## config.mk

```make
export PLATFORM = sky130hd
export DESIGN_NAME = pwm_qduty
export DESIGN_NICKNAME = d
export VERILOG_FILES = /design/src/rtl/pwm_qduty_pkg.sv /design/src/rtl/pwm_qduty_prescale.sv /design/src/rtl/pwm_qduty_fifo.sv /design/src/rtl/pwm_qduty_timebase.sv /design/src/rtl/pwm_qduty.sv
export SDC_FILE = /design/constraint.sdc
export NUM_CORES = 1
export LEC_CHECK = 0
export BUFFER_PORTS_ARGS = -buffer_cell sky130_fd_sc_hd__buf_4
export CAP_MARGIN = 0
export CORE_UTILIZATION = 46
export CTS_CLUSTER_DIAMETER = 60
export DETAILED_ROUTE_END_ITERATION = 10
export SETUP_SLACK_MARGIN = 0.4
export SYNTH_ARGS = -nofsm -noshare
export SYNTH_HDL_FRONTEND = slang
export SYNTH_HIERARCHICAL = 1
export SYNTH_SLANG_ARGS = --single-unit
```

## constraint.sdc

```tcl
create_clock -name clk -period 5.3 [get_ports clk]
set_input_delay 0.795 -clock clk [delete_from_list [all_inputs] [get_ports clk]]
set_output_delay 0.795 -clock clk [all_outputs]
set_load 0.005 [all_outputs]
```

## src/rtl/pwm_qduty_pkg.sv

```systemverilog
package pwm_qduty_pkg;
  localparam int ADDR_W = 5;
  localparam int BUS_W  = 32;

  localparam logic [ADDR_W-1:0] OFS_CTRL   = 5'h00;
  localparam logic [ADDR_W-1:0] OFS_STAT   = 5'h04;
  localparam logic [ADDR_W-1:0] OFS_SAMPLE = 5'h0C;
  localparam logic [ADDR_W-1:0] OFS_PERIOD = 5'h10;
  localparam logic [ADDR_W-1:0] OFS_COUNT  = 5'h14;

  localparam int CTRL_EN_BIT   = 0;
  localparam int CTRL_SRST_BIT = 3;
  localparam int PRE_LSB       = 4;
  localparam int PRE_W         = 12;
  localparam int CTRL_STOP_BIT = 25;
  localparam int WM_LSB        = 26;
  localparam int WM_W          = 2;
  localparam int STAT_OVF_BIT  = 4;

  typedef struct packed {
    logic [WM_W-1:0]  wmark;
    logic             stop_en;
    logic [PRE_W-1:0] prescale;
    logic             enable;
  } ctrl_t;
endpackage

```

## src/rtl/pwm_qduty_prescale.sv

```systemverilog
module pwm_qduty_prescale #(
  parameter int DIV_W = 12
) (
  input  logic             clk,
  input  logic             rst_n,
  input  logic             clr,
  input  logic [DIV_W-1:0] div,
  output logic             tick
);
  logic [DIV_W-1:0] pre_q, pre_d;

  // >= rather than == so that a smaller divider written mid-count still wraps
  assign tick = !clr && (pre_q >= div);

  always_comb begin
    pre_d = pre_q + 1'b1;
    if (clr || tick) pre_d = '0;
  end

  always_ff @(posedge clk or negedge rst_n) begin
    if (!rst_n) pre_q <= '0;
    else        pre_q <= pre_d;
  end

  a_r7_pre_clear: assert property (@(posedge clk) disable iff (!rst_n)
    clr |=> (pre_q == '0));
endmodule

```

## src/rtl/pwm_qduty_fifo.sv

```systemverilog
module pwm_qduty_fifo #(
  parameter int W     = 16,
  parameter int DEPTH = 4
) (
  input  logic                       clk,
  input  logic                       rst_n,
  input  logic                       flush,
  input  logic                       push,
  input  logic [W-1:0]               push_data,
  input  logic                       pop,
  output logic [W-1:0]               head,
  output logic [$clog2(DEPTH+1)-1:0] count,
  output logic                       empty,
  output logic                       full,
  output logic                       ovf_evt
);
  localparam int PTR_W = (DEPTH > 1) ? $clog2(DEPTH) : 1;
  localparam int CNT_W = $clog2(DEPTH+1);

  logic [PTR_W-1:0] rd_ptr_q, rd_ptr_d, wr_ptr_q, wr_ptr_d;
  logic [CNT_W-1:0] cnt_q, cnt_d;
  logic             do_push, do_pop;
  logic [W-1:0]     slots [DEPTH];

  assign empty   = (cnt_q == '0);
  assign full    = (cnt_q == CNT_W'(DEPTH));
  assign do_push = push && !full && !flush;
  assign do_pop  = pop && !empty && !flush;
  assign ovf_evt = push && full && !flush;
  assign count   = cnt_q;
  assign head    = slots[rd_ptr_q];

  function automatic logic [PTR_W-1:0] ptr_inc(input logic [PTR_W-1:0] p);
    return (p == PTR_W'(DEPTH-1)) ? '0 : p + 1'b1;
  endfunction

  for (genvar i = 0; i < DEPTH; i++) begin : g_slot
    logic [W-1:0] slot_q;
    logic         slot_we;
    assign slot_we  = do_push && (wr_ptr_q == PTR_W'(i));
    assign slots[i] = slot_q;
    always_ff @(posedge clk or negedge rst_n) begin
      if (!rst_n)       slot_q <= '0;
      else if (slot_we) slot_q <= push_data;
    end
  end

  always_comb begin
    rd_ptr_d = rd_ptr_q;
    wr_ptr_d = wr_ptr_q;
    cnt_d    = cnt_q;
    if (flush) begin
      rd_ptr_d = '0;
      wr_ptr_d = '0;
      cnt_d    = '0;
    end else begin
      if (do_push) wr_ptr_d = ptr_inc(wr_ptr_q);
      if (do_pop)  rd_ptr_d = ptr_inc(rd_ptr_q);
      case ({do_push, do_pop})
        2'b10:   cnt_d = cnt_q + 1'b1;
        2'b01:   cnt_d = cnt_q - 1'b1;
        default: cnt_d = cnt_q;
      endcase
    end
  end

  always_ff @(posedge clk or negedge rst_n) begin
    if (!rst_n) begin
      rd_ptr_q <= '0;
      wr_ptr_q <= '0;
      cnt_q    <= '0;
    end else begin
      rd_ptr_q <= rd_ptr_d;
      wr_ptr_q <= wr_ptr_d;
      cnt_q    <= cnt_d;
    end
  end

  a_r3_count_bound: assert property (@(posedge clk) disable iff (!rst_n)
    cnt_q <= CNT_W'(DEPTH));
  a_r4_full_drop: assert property (@(posedge clk) disable iff (!rst_n)
    (push && full && !pop && !flush) |=> (cnt_q == CNT_W'(DEPTH)));
  a_r11_flush_empty: assert property (@(posedge clk) disable iff (!rst_n)
    flush |=> (cnt_q == '0));
endmodule

```

## src/rtl/pwm_qduty_timebase.sv

```systemverilog
module pwm_qduty_timebase #(
  parameter int CNT_W = 16
) (
  input  logic             clk,
  input  logic             rst_n,
  input  logic             run,
  input  logic             restart,
  input  logic             tick,
  input  logic [CNT_W-1:0] period,
  output logic [CNT_W-1:0] cnt,
  output logic             rollover
);
  logic [CNT_W-1:0] cnt_q, cnt_d;
  logic [CNT_W:0]   cnt_inc;
  logic             step, at_end;

  assign cnt_inc  = {1'b0, cnt_q} + 1'b1;
  assign at_end   = (cnt_inc >= {1'b0, period});
  assign step     = run && !restart && tick;
  assign rollover = step && at_end;
  assign cnt      = cnt_q;

  always_comb begin
    cnt_d = cnt_q;
    if (!run || restart) cnt_d = '0;
    else if (step)       cnt_d = at_end ? '0 : cnt_inc[CNT_W-1:0];
  end

  always_ff @(posedge clk or negedge rst_n) begin
    if (!rst_n) cnt_q <= '0;
    else        cnt_q <= cnt_d;
  end

  a_r10_idle_zero: assert property (@(posedge clk) disable iff (!rst_n)
    !run |=> (cnt_q == '0));
  a_r7_cnt_range: assert property (@(posedge clk) disable iff (!rst_n)
    (period != '0) |-> (cnt_q < period));
  a_r9_restart_zero: assert property (@(posedge clk) disable iff (!rst_n)
    restart |=> (cnt_q == '0));
endmodule

```

## src/rtl/pwm_qduty.sv

```systemverilog
module pwm_qduty
  import pwm_qduty_pkg::*;
#(
  parameter int CNT_W      = 16,
  parameter int FIFO_DEPTH = 4
) (
  input  logic              clk,
  input  logic              rst_n,
  input  logic              reg_wr,
  input  logic [ADDR_W-1:0] reg_addr,
  input  logic [BUS_W-1:0]  reg_wdata,
  output logic [BUS_W-1:0]  reg_rdata,
  output logic              pwm_out
);
  localparam int FCNT_W = $clog2(FIFO_DEPTH+1);

  // reset: asserted asynchronously, released on the clock
  logic [1:0] rst_sync_q;
  logic       rst_i_n;
  always_ff @(posedge clk or negedge rst_n) begin
    if (!rst_n) rst_sync_q <= 2'b00;
    else        rst_sync_q <= {rst_sync_q[0], 1'b1};
  end
  assign rst_i_n = rst_sync_q[1];

  logic wr_ctrl, wr_stat, wr_sample, wr_period;
  assign wr_ctrl   = reg_wr && (reg_addr == OFS_CTRL);
  assign wr_stat   = reg_wr && (reg_addr == OFS_STAT);
  assign wr_sample = reg_wr && (reg_addr == OFS_SAMPLE);
  assign wr_period = reg_wr && (reg_addr == OFS_PERIOD);

  ctrl_t            ctrl_q, ctrl_d;
  logic             srst_q, srst_d;
  logic [CNT_W-1:0] period_q, period_d;
  logic [CNT_W-1:0] active_q, active_d;
  logic             ovf_q, ovf_d;
  logic             active_en;

  logic              tick, rollover, restart;
  logic [CNT_W-1:0]  cnt;
  logic [CNT_W-1:0]  fifo_head;
  logic [FCNT_W-1:0] fifo_count;
  logic              fifo_empty, fifo_full, fifo_ovf;

  assign restart = wr_period || srst_q;

  pwm_qduty_prescale #(.DIV_W(PRE_W)) u_pre (
    .clk  (clk),
    .rst_n(rst_i_n),
    .clr  (!ctrl_q.enable || restart),
    .div  (ctrl_q.prescale),
    .tick (tick)
  );

  pwm_qduty_timebase #(.CNT_W(CNT_W)) u_tb (
    .clk     (clk),
    .rst_n   (rst_i_n),
    .run     (ctrl_q.enable),
    .restart (restart),
    .tick    (tick),
    .period  (period_q),
    .cnt     (cnt),
    .rollover(rollover)
  );

  pwm_qduty_fifo #(.W(CNT_W), .DEPTH(FIFO_DEPTH)) u_fifo (
    .clk      (clk),
    .rst_n    (rst_i_n),
    .flush    (srst_q),
    .push     (wr_sample && !srst_q),
    .push_data(reg_wdata[CNT_W-1:0]),
    .pop      (rollover),
    .head     (fifo_head),
    .count    (fifo_count),
    .empty    (fifo_empty),
    .full     (fifo_full),
    .ovf_evt  (fifo_ovf)
  );

  // next-state for the register file
  always_comb begin
    ctrl_d    = ctrl_q;
    period_d  = period_q;
    ovf_d     = ovf_q;
    active_d  = active_q;
    srst_d    = 1'b0;
    active_en = 1'b0;
    if (srst_q) begin
      ctrl_d    = '0;
      period_d  = '0;
      ovf_d     = 1'b0;
      active_d  = '0;
      active_en = 1'b1;
    end else begin
      if (wr_ctrl) begin
        ctrl_d.enable   = reg_wdata[CTRL_EN_BIT];
        ctrl_d.prescale = reg_wdata[PRE_LSB +: PRE_W];
        ctrl_d.stop_en  = reg_wdata[CTRL_STOP_BIT];
        ctrl_d.wmark    = reg_wdata[WM_LSB +: WM_W];
        srst_d          = reg_wdata[CTRL_SRST_BIT];
      end
      if (wr_period) period_d = reg_wdata[CNT_W-1:0];
      if (wr_stat && reg_wdata[STAT_OVF_BIT]) ovf_d = 1'b0;
      if (fifo_ovf) ovf_d = 1'b1;
      if (rollover && !fifo_empty) begin
        active_d  = fifo_head;
        active_en = 1'b1;
      end
    end
  end

  always_ff @(posedge clk or negedge rst_i_n) begin
    if (!rst_i_n) begin
      ctrl_q   <= '0;
      srst_q   <= 1'b0;
      period_q <= '0;
      ovf_q    <= 1'b0;
    end else begin
      ctrl_q   <= ctrl_d;
      srst_q   <= srst_d;
      period_q <= period_d;
      ovf_q    <= ovf_d;
    end
  end

  always_ff @(posedge clk or negedge rst_i_n) begin
    if (!rst_i_n)       active_q <= '0;
    else if (active_en) active_q <= active_d;
  end

  // magnitude compare against a value frozen for the whole period
  assign pwm_out = ctrl_q.enable && (cnt < active_q);

  always_comb begin
    reg_rdata = '0;
    case (reg_addr)
      OFS_CTRL: begin
        reg_rdata[CTRL_EN_BIT]          = ctrl_q.enable;
        reg_rdata[CTRL_SRST_BIT]        = srst_q;
        reg_rdata[PRE_LSB +: PRE_W]     = ctrl_q.prescale;
        reg_rdata[CTRL_STOP_BIT]        = ctrl_q.stop_en;
        reg_rdata[WM_LSB +: WM_W]       = ctrl_q.wmark;
      end
      OFS_STAT: begin
        reg_rdata[FCNT_W-1:0]           = fifo_count;
        reg_rdata[STAT_OVF_BIT]         = ovf_q;
      end
      OFS_SAMPLE: reg_rdata[CNT_W-1:0]  = active_q;
      OFS_PERIOD: reg_rdata[CNT_W-1:0]  = period_q;
      OFS_COUNT:  reg_rdata[CNT_W-1:0]  = cnt;
      default:    reg_rdata             = '0;
    endcase
  end

  a_r5_active_hold: assert property (@(posedge clk) disable iff (!rst_i_n)
    (!rollover && !srst_q) |=> $stable(active_q));
  a_r4_ovf_sticky: assert property (@(posedge clk) disable iff (!rst_i_n)
    (ovf_q && !srst_q && !(wr_stat && reg_wdata[STAT_OVF_BIT])) |=> ovf_q);
  a_r11_srst_clears: assert property (@(posedge clk) disable iff (!rst_i_n)
    srst_q |=> (!ctrl_q.enable && period_q == '0 && !ovf_q && active_q == '0 && !srst_q));
  a_r10_idle_low: assert property (@(posedge clk) disable iff (!rst_i_n)
    (!ctrl_q.enable) |-> !pwm_out);
endmodule

```

==> results.sh, run 1 <==
export IMPL_clk_pin_slew_ns=0.07
export IMPL_r2r_worst_path_cells=17
export IMPL_diodes=0
export IMPL_start_util=0.469
export IMPL_grt_max_degree=73
export IMPL_portBuffers=46
export IMPL_cp_max_fo=8
export IMPL_gp_congestion=0.846
export IMPL_crit_type="reg2reg"
export IMPL_drv_slew=0
export IMPL_core_um2=18800
export IMPL_die_w_um=140
export IMPL_ys_seq_area_frac=0.429
export IMPL_postCtsHoldBufs=0
export IMPL_power_w=0.00302
export IMPL_synth_flop_cell="dfrtp_1"
export IMPL_die_area_um2=19700
export IMPL_routedWlPerCell_um=18.3
export IMPL_clock_fmax_ghz=0.220
export IMPL_worstMarginPinSlew_ns=1.17
export IMPL_syn_cell_area_um2=8810
export IMPL_clock_tree_root_cell="clkbuf_16"
export IMPL_synth_area_top_cells="dfrtp_1, ha_1, mux2_2"
export IMPL_finClkSkew_ns=0.00898
export IMPL_areaGrowthSynthToFinish_pct=11.1
export IMPL_end_kind="flop"
export IMPL_post_route_drc_count=0
export IMPL_synth_edff_count=0
export IMPL_rr_endpoint="u_fifo/count[1]"
export IMPL_worstSetupStartpoint="u_tb/cnt[0]"
export IMPL_leakagePower_nw=4.58
export IMPL_ant_nets=0
export IMPL_grt_pass1_vias=6137
export IMPL_tns_ns=0
export IMPL_synthArstFlopShare=1.00
export IMPL_post_dp_hpwl_um=14500
export IMPL_hp_class="in2async"
export IMPL_grt_pass1_wl_um=33700
export IMPL_setup_viol_count_final=0
export IMPL_grt_ovfl_total=0
export IMPL_first_pass_iters=6
export IMPL_antenna_found_initial=0
export IMPL_min_period_ns=4.55
export IMPL_cts_sinks=151
export IMPL_cts_buffers=17
export IMPL_arrival_ns=4.90
export IMPL_drive_gt1_frac=0.233
export IMPL_vias_per_cell=5.63
export IMPL_rsz0062_at_grt="no"
export IMPL_postCtsSetupBuffers=0
export IMPL_synth_area_per_cell_um2=10.4
export IMPL_yosysTopAreaCell="dfrtp_1"
export IMPL_via_count=6321
export IMPL_worstSetupStartpointType="flop"
export IMPL_reg2reg_slack_ns=0.75
export IMPL_maxCapViolCount=0
export IMPL_clk_latency_ns=0.43
export IMPL_rows=50
export IMPL_yosysUniqueCellTypes=72
export IMPL_synth_seq_cells=151
export IMPL_relSlewSlack=0.219
export IMPL_htree_levels=4
export IMPL_setup_worst_path_end="u_fifo/count[1]"
export IMPL_synthCells=849
export IMPL_wirelength_um=20600
export IMPL_clk_path_buf_depth=2
export IMPL_outcome="finished, final reports clean"
export IMPL_drtIter0Drc=484
export IMPL_grtUsageTotal=0.224
export IMPL_max_vdd_ir_drop_mv=0.233
export IMPL_cts_tree="built"
export IMPL_r2r_start="u_tb/cnt[0]"
export IMPL_worstPathRequired_ns=5.64
export IMPL_finalHoldViolCount=0
export IMPL_synth_top_area_share=0.429
export IMPL_io_pins=73
export IMPL_die_y_um=140
export IMPL_fin_crit_sh=0.859
export IMPL_ys_warnings_count=6
export IMPL_nNetsFinal=968
export IMPL_powerDensity_nw_per_um2=309
-- through the flow --
stage,instances,hold slack [ns],util,worst slack [ns],instance area [µm²]
2_1_floorplan,861,0.331,-,0.746,8850
3_3_place_gp,1092,0.335,0.489,0.615,9170
3_5_place_dp,1092,0.339,0.489,0.527,9170
4_1_cts,1123,0.115,0.521,0.512,9770
5_1_grt,1123,0.105,0.521,0.459,9790
6_report,1123,0.130,0.521,0.745,9790
-- flip-flops by register name, indices dropped and copies added, names as in the netlist --
register              flops
active_q                 16
u_fifo/count              3
u_pre/pre_q              12
u_fifo/g_slot.slot_q     64
ovf_q                     1
u_fifo/wr_ptr_q           2
srst_q                    1
u_fifo/rd_ptr_q           2
rst_sync_q                2
ctrl_q                   16
period_q                 16
u_tb/cnt                 16
-- worst max-delay path, stage by stage, from the launching register on --
cell	delay [ns]
dfrtp_1	0.47
ha_1	0.30
nand3_2	0.16
or4_4	0.62
nor2_1	0.15
xor2_1	0.20
ha_1	0.27
a21o_1	0.18
a2bb2oi_1	0.21
nand2_1	0.08
nor2_1	0.42
a21boi_2	0.16
o31ai_1	0.19
nor3_1	0.13
fa_1	0.54
o311a_1	0.16
a21oi_1	0.06
nor3_1	0.17
-- cell type report --
type,count,area (µm²)
Multi-Input combinational cell,592,4460
Clock inverter,13,160
Sequential cell,151,3780
Inverter,58,220
Timing Repair Buffer,57,428
Clock buffer,18,439
Tap cell,234,293
Fill cell,1723,8980
-- how the worst min path moves through the flow --
| stage | start | to | slack (ns) | depth (start not counted) |
|---|---|---|---|---|
| after floorplan | rst_sync_q[0] | rst_sync_q[1] | 0.33 | 0 |
| after global routing | rst_n | rst_sync_q[1] | 0.11 | 1 |
| final | rst_n | rst_sync_q[1] | 0.13 | 1 |
| after detailed placement | rst_sync_q[0] | rst_sync_q[1] | 0.34 | 0 |
| after CTS | rst_n | rst_sync_q[1] | 0.12 | 1 |
| after global placement | rst_sync_q[0] | rst_sync_q[1] | 0.34 | 0 |
-- synthesized netlist by cell type, drive strengths merged, types with 9 or more instances --
library cell and count:
buf 40, nor3 14, inv 58, a22o 9, a211oi 13, dfrtp 151
a21oi 70, mux4 16, a222oi 16, nor2 24, ha 50, clkbuf 20
nand2 141, nand3 30, o21ai 15, xnor2 17, mux2 64
-- per-layer routing --
layer,GRT usage,part of all wire,vias to the layer above
met3,0.0421,0.043,15
met1,0.323,0.49,3134
met4,0.0561,0.0097,0
met2,0.347,0.45,136
li1,-,-,3036
met5,0,0,-
-- kinds of logic after synthesis --
logic type	Yosys count	share of synthesized area
other cells	2	0.000852
compound gates	159	0.127
flops	151	0.429
buf+inv	118	0.0714
xor+xnor	23	0.0229
mux	82	0.129
simple gates	263	0.146
fa+ha+maj	51	0.0733
-- report_power, final --
group | switching, W | internal, W | leakage, nW
registers | 0.000104 | 0.00124 | 2.06
clock network | 0.000519 | 0.000720 | 0.293
logic | 0.000233 | 0.000207 | 2.23
total | 0.000855 | 0.00217 | 4.58
-- timing repair --
item,4_1_cts,5_1_grt
endpoints found under the setup margin,0,1
hold endpoints to repair,0,0
gates resized for setup,0,5
-- layout by cell type, fill, tap and decap left out, types with 10 or more instances in the layout --
| cell | n |
|---|---|
| clkbuf_16 | 17 |
| inv_1 | 57 |
| a21oi_2 | 10 |
| nand2_1 | 135 |
| nand3_1 | 29 |
| mux2_2 | 54 |
| a211oi_1 | 13 |
| ha_1 | 50 |
| conb_1 | 14 |
| dfrtp_1 | 148 |
| mux2_4 | 10 |
| a21oi_1 | 60 |
| buf_4 | 57 |
| xnor2_1 | 17 |
| nor2_1 | 24 |
| a222oi_1 | 16 |
| o21ai_0 | 14 |
| nor3_1 | 11 |
| mux4_2 | 16 |
No activity file was read; power rests on OpenSTA's default activity.
==> inputs of run 2 (changes only) <==
Settings changed: BUFFER_PORTS_ARGS -buffer_cell sky130_fd_sc_hd__buf_4 to unset, DONT_BUFFER_PORTS set to 1.
==> results.sh, run 2 (synthesis results as in run 1) <==
export IMPL_largest_register_ff_count=64
export IMPL_routedWlPerCell_um=19.8
export IMPL_setup_viol_count_final=0
export IMPL_worstMarginPinSlew_ns=1.18
export IMPL_max_vdd_ir_drop_mv=0.195
export IMPL_switching_share=0.288
export IMPL_die_w_um=140
export IMPL_finalHoldViolCount=0
export IMPL_critPathTopFamily="simple AND/OR/NAND/NOR gates"
export IMPL_clock_fmax_ghz=0.216
export IMPL_arrival_ns=4.90
export IMPL_max_stage_delay_ns=0.62
export IMPL_cp_max_fo=7
export IMPL_die_y_um=140
export IMPL_first_pass_iters=9
export IMPL_grt_ovfl_total=0
export IMPL_worstPathRequired_ns=5.58
export IMPL_whs_ns=0.0604
export IMPL_htree_levels=4
export IMPL_cts_sinks=151
export IMPL_portBuffers=0
export IMPL_wirelength_um=21300
export IMPL_drv_slew=0
export IMPL_min_period_ns=4.62
export IMPL_powerDensity_nw_per_um2=320
export IMPL_drtIter0Drc=623
export IMPL_crit_type="reg2reg"
export IMPL_grt_max_degree=62
export IMPL_reg2reg_slack_ns=0.68
export IMPL_gp_congestion=0.867
export IMPL_placed_cell_area_um2=8810
export IMPL_clk_latency_ns=0.43
export IMPL_clk_path_buf_depth=2
export IMPL_rsz0062_at_grt="no"
export IMPL_vias_per_cell=5.90
export IMPL_switching_power_w=0.000870
export IMPL_worstSetupStartpointType="flop"
export IMPL_outcome="finished, final reports clean"
export IMPL_post_route_drc_count=0
export IMPL_maxCapViolCount=0
export IMPL_start_util=0.469
export IMPL_via_count=6348
export IMPL_top_register="u_fifo/g_slot.slot_q"
export IMPL_die_area_um2=19700
export IMPL_leakagePower_nw=4.34
export IMPL_clockPowerShare=0.417
export IMPL_antenna_found_initial=0
export IMPL_path_cells="ha_1 > nand3_2 > or4_4 > nor2_1 > xor2_1 > ha_1 > nand3_1 > nor3_2 > o21ai_0 > o211a_4 > a21boi_1 > o31ai_2 > nor3_1 > fa_1 > o311a_1 > a21oi_1 > nor3_1"
export IMPL_cts_buffers=17
export IMPL_io_pins=73
export IMPL_crit_slowest_cell="or4_4"
export IMPL_rows=50
export IMPL_diodes=0
export IMPL_grtUsageTotal=0.230
export IMPL_relSlewSlack=0.213
export IMPL_design_area_um2=9440
export IMPL_finClkSkew_ns=0.0109
export IMPL_grt_pass1_wl_um=35100
export IMPL_critical_path_buf_inv_count=0
export IMPL_tns_ns=0
export IMPL_fin_cells=1076
export IMPL_post_dp_hpwl_um=14900
export IMPL_p_seq_frac=0.445
export IMPL_hp_class="in2async"
export IMPL_nNetsFinal=920
export IMPL_clock_tree_root_cell="clkbuf_16"
export IMPL_postCtsSetupBuffers=0
export IMPL_place_inst=1044
export IMPL_areaGrowthSynthToFinish_pct=7.10
export IMPL_core_um2=18800
export IMPL_mostFrequentLayoutCells="dfrtp_1, nand2_1, a21oi_1"
export IMPL_grt_pass1_vias=6444
export IMPL_p_comb_frac=0.139
export IMPL_cts_tree="built"
export IMPL_drive_gt1_frac=0.189
export IMPL_clk_pin_slew_ns=0.07
export IMPL_internal_power_w=0.00215
export IMPL_fin_crit_sh=0.872
export IMPL_final_common_cell="dfrtp_1"
export IMPL_end_kind="flop"
export IMPL_ant_nets=0
-- run 2: cell count changes in the layout (fill, tap and decap cells not counted), sizes merged --
cell      previous run  this run
clkinvlp             1         2
buf                 57         9
-- run 2: routing by layer --
layer  vias to the layer above  routed length (µm)  GRT usage
li1                       2950                   -          -
met1                      3193                9780      0.322
met2                       180                9910      0.362
met3                        25                1230     0.0455
met4                         0                 340     0.0682
met5                         -                   0          0
-- run 2: layout make-up --
cell class | instances | area [µm²]
Multi-Input combinational cell | 592 | 4460
Tap cell | 234 | 293
Clock buffer | 18 | 429
Sequential cell | 151 | 3790
Timing Repair Buffer | 9 | 67.6
Inverter | 58 | 220
Fill cell | 1654 | 9330
Clock inverter | 14 | 183
-- run 2: power by group through the flow --
stage,clock [W],sequential [W],combinational [W]
4_1_cts,0.00128,0.00134,0.000414
6_report,0.00126,0.00134,0.000419
5_1_grt,0.00133,0.00136,0.000471
3_3_place_gp,0,0.00136,0.000394
3_5_place_dp,0,0.00136,0.000411
2_1_floorplan,0,0.00133,0.000359
-- run 2: path summary, 6_finish.rpt --
check,startpoint,to,depth (start not counted)
worst max register to register,u_tb/cnt[1],u_fifo/count[1],17
worst min register to register,rst_sync_q[0],rst_sync_q[1],0
min in group clk,rst_sync_q[0],rst_sync_q[1],0
worst max-delay path,u_tb/cnt[1],u_fifo/count[1],17
worst min-delay path,rst_n,rst_sync_q[1],0
max in group asynchronous,rst_sync_q[1],srst_q,1
-- run 2: repair_timing --
| action | 4_1_cts | 5_1_grt |
|---|---|---|
| endpoints found under the setup margin | 0 | 1 |
| resized for setup | 0 | 5 |
| endpoints found under the hold margin | 0 | 0 |
| hold buffers | 0 | 0 |
-- run 2: stage by stage --
step	setup slack, ns	power (W)	util
3_5_place_dp	0.456	0.00177	0.469
2_1_floorplan	0.746	0.00169	-
6_report	0.681	0.00302	0.503
5_1_grt	0.412	0.00316	0.503
3_3_place_gp	0.578	0.00175	0.469
4_1_cts	0.461	0.00304	0.502
-- run 2: worst reg2reg max path, cell delays in order, from the launching register on --
cell and delay (ns):
dfrtp_1 0.46, ha_1 0.29, nand3_2 0.18, or4_4 0.62, nor2_1 0.15, xor2_1 0.10, ha_1 0.30, nand3_1 0.13
nor3_2 0.26, o21ai_0 0.19, o211a_4 0.21, a21boi_1 0.32, o31ai_2 0.20, nor3_1 0.26, fa_1 0.47, o311a_1 0.12
a21oi_1 0.14, nor3_1 0.06
==> inputs of run 3 (changes only) <==
Settings changed: CORE_UTILIZATION 46 to 52, PLACE_DENSITY set to 0.67.
==> results.sh, run 3 (synthesis results as in run 1) <==
export IMPL_routedWlPerCell_um=19.6
export IMPL_setup_viol_count_final=0
export IMPL_diodes=0
export IMPL_cts_sinks=151
export IMPL_areaGrowthSynthToFinish_pct=6.52
export IMPL_htree_levels=4
export IMPL_finalHoldViolCount=0
export IMPL_leakagePower_nw=4.32
export IMPL_worstSetupStartpointType="flop"
export IMPL_reg2reg_slack_ns=0.66
export IMPL_cts_buffers=17
export IMPL_num_fill_cells=1451
export IMPL_fin_crit_sh=0.876
export IMPL_min_period_ns=4.64
export IMPL_via_count=6303
export IMPL_drv_slew=0
export IMPL_io_pins=73
export IMPL_portBuffers=0
export IMPL_worstSetupStartpoint="u_tb/cnt[0]"
export IMPL_relSlewSlack=0.177
export IMPL_worstMarginPinSlew_ns=1.23
export IMPL_critPathTopFamily="simple AND/OR/NAND/NOR gates"
export IMPL_setup_worst_path_end="u_fifo/count[1]"
export IMPL_nNetsFinal=919
export IMPL_post_route_drc_count=0
export IMPL_clk_path_buf_depth=2
export IMPL_antenna_found_initial=0
export IMPL_max_stage_delay_ns=0.61
export IMPL_post_dp_hpwl_um=14600
export IMPL_rr_endpoint="u_fifo/count[1]"
export IMPL_drive_gt1_frac=0.188
export IMPL_clk_latency_ns=0.42
export IMPL_start_util=0.531
export IMPL_final_common_cell="dfrtp_1"
export IMPL_vias_per_cell=5.94
export IMPL_mostFrequentLayoutCells="dfrtp_1, nand2_1, a21oi_1"
export IMPL_die_area_um2=17500
export IMPL_core_um2=16600
export IMPL_wirelength_um=20800
export IMPL_grt_max_degree=62
export IMPL_max_vdd_ir_drop_mv=0.275
export IMPL_drtIter0Drc=512
export IMPL_powerDensity_nw_per_um2=314
export IMPL_arrival_ns=4.91
export IMPL_end_kind="flop"
export IMPL_gp_congestion=0.908
export IMPL_grt_ovfl_total=0
export IMPL_hp_class="in2async"
export IMPL_r2r_worst_path_cells=17
export IMPL_power_w=0.00295
export IMPL_top_register="u_fifo/g_slot.slot_q"
export IMPL_clk_pin_slew_ns=0.07
export IMPL_rows=47
export IMPL_first_pass_iters=6
export IMPL_rsz0062_at_grt="no"
export IMPL_ant_nets=0
export IMPL_die_w_um=132
export IMPL_postCtsSetupBuffers=0
export IMPL_crit_slowest_cell="or4_4"
export IMPL_cp_max_fo=8
export IMPL_clock_fmax_ghz=0.215
export IMPL_grt_pass1_vias=6461
export IMPL_maxCapViolCount=0
export IMPL_largest_register_ff_count=64
export IMPL_critical_path_buf_inv_count=0
export IMPL_path_cells="ha_1 > nand3_2 > or4_4 > nor2_1 > xor2_1 > ha_1 > nand3_1 > nor3_2 > o21ai_0 > o211a_4 > a21boi_1 > o31ai_2 > nor3_1 > fa_1 > o311a_1 > a21oi_1 > nor3_1"
export IMPL_grt_pass1_wl_um=34100
export IMPL_fin_util=0.566
export IMPL_r2r_start="u_tb/cnt[0]"
export IMPL_clock_tree_root_cell="clkbuf_16"
export IMPL_cp_depth=17
export IMPL_worstPathRequired_ns=5.57
export IMPL_cts_tree="built"
export IMPL_outcome="finished, final reports clean"
export IMPL_die_y_um=132
export IMPL_tns_ns=0
export IMPL_finClkSkew_ns=0.00828
export IMPL_grtUsageTotal=0.251
export IMPL_crit_type="reg2reg"
[run 3: changes by cell type in the layout (fill, tap and decap cells not counted), sizes merged]
cell,before,now
clkinv,2,5
bufinv,2,0
buf,9,8
clkbuf,18,17
clkinvlp,2,3
inv,66,65
[run 3: how the worst min path moves through the flow]
stage	start	cells past startpoint	endpoint
after detailed placement	rst_sync_q[0]	0	rst_sync_q[1]
after CTS	rst_n	0	rst_sync_q[1]
after global routing	rst_n	0	rst_sync_q[1]
final	rst_n	0	rst_sync_q[1]
after floorplan	rst_sync_q[0]	0	rst_sync_q[1]
after global placement	rst_sync_q[1]	0	u_fifo/g_slot[1].slot_q[13]
[run 3: cell type report]
| class | count | area [µm²] | area share |
|---|---|---|---|
| inverters | 58 | 220 | 0.0235 |
| clock buffers | 17 | 425 | 0.0453 |
| flip-flops and latches | 151 | 3780 | 0.403 |
| multi-input cells | 592 | 4460 | 0.475 |
| clock inverters | 15 | 160 | 0.0171 |
| well taps | 220 | 275 | 0.0293 |
| repair buffers | 8 | 60.1 | 0.00640 |
[run 3: report_power, final]
part | leakage [nW] | internal, W | switching, W
registers | 2.06 | 0.00124 | 0.0000994
logic | 1.98 | 0.000191 | 0.000234
clock network | 0.277 | 0.000629 | 0.000554
total | 4.32 | 0.00206 | 0.000887
[run 3: stage by stage]
step           instances  hold slack, ns  cell area, µm²  worst slack (ns)
6_report            1061          0.0618            9380             0.659
4_1_cts             1061          0.0485            9370             0.538
3_5_place_dp        1029           0.342            8790             0.527
3_3_place_gp        1029           0.338            8790             0.603
2_1_floorplan        861           0.331            8850             0.746
5_1_grt             1061          0.0408            9380             0.445
[run 3: repair_timing]
item / in CTS / in global routing
hold buffers: 0 / 0
endpoints found under the setup margin: 0 / 1
gates resized for setup: 0 / 4
hold endpoints to repair: 0 / 0
[run 3: per-layer routing]
layer | vias to the layer above | global-route usage | wire [µm] | part of all wire
met5 | - | 0 | 0 | 0
met2 | 189 | 0.403 | 9950 | 0.48
li1 | 2939 | - | - | -
met4 | 0 | 0.0724 | 365 | 0.018
met3 | 28 | 0.0569 | 1280 | 0.062
met1 | 3147 | 0.340 | 9160 | 0.44
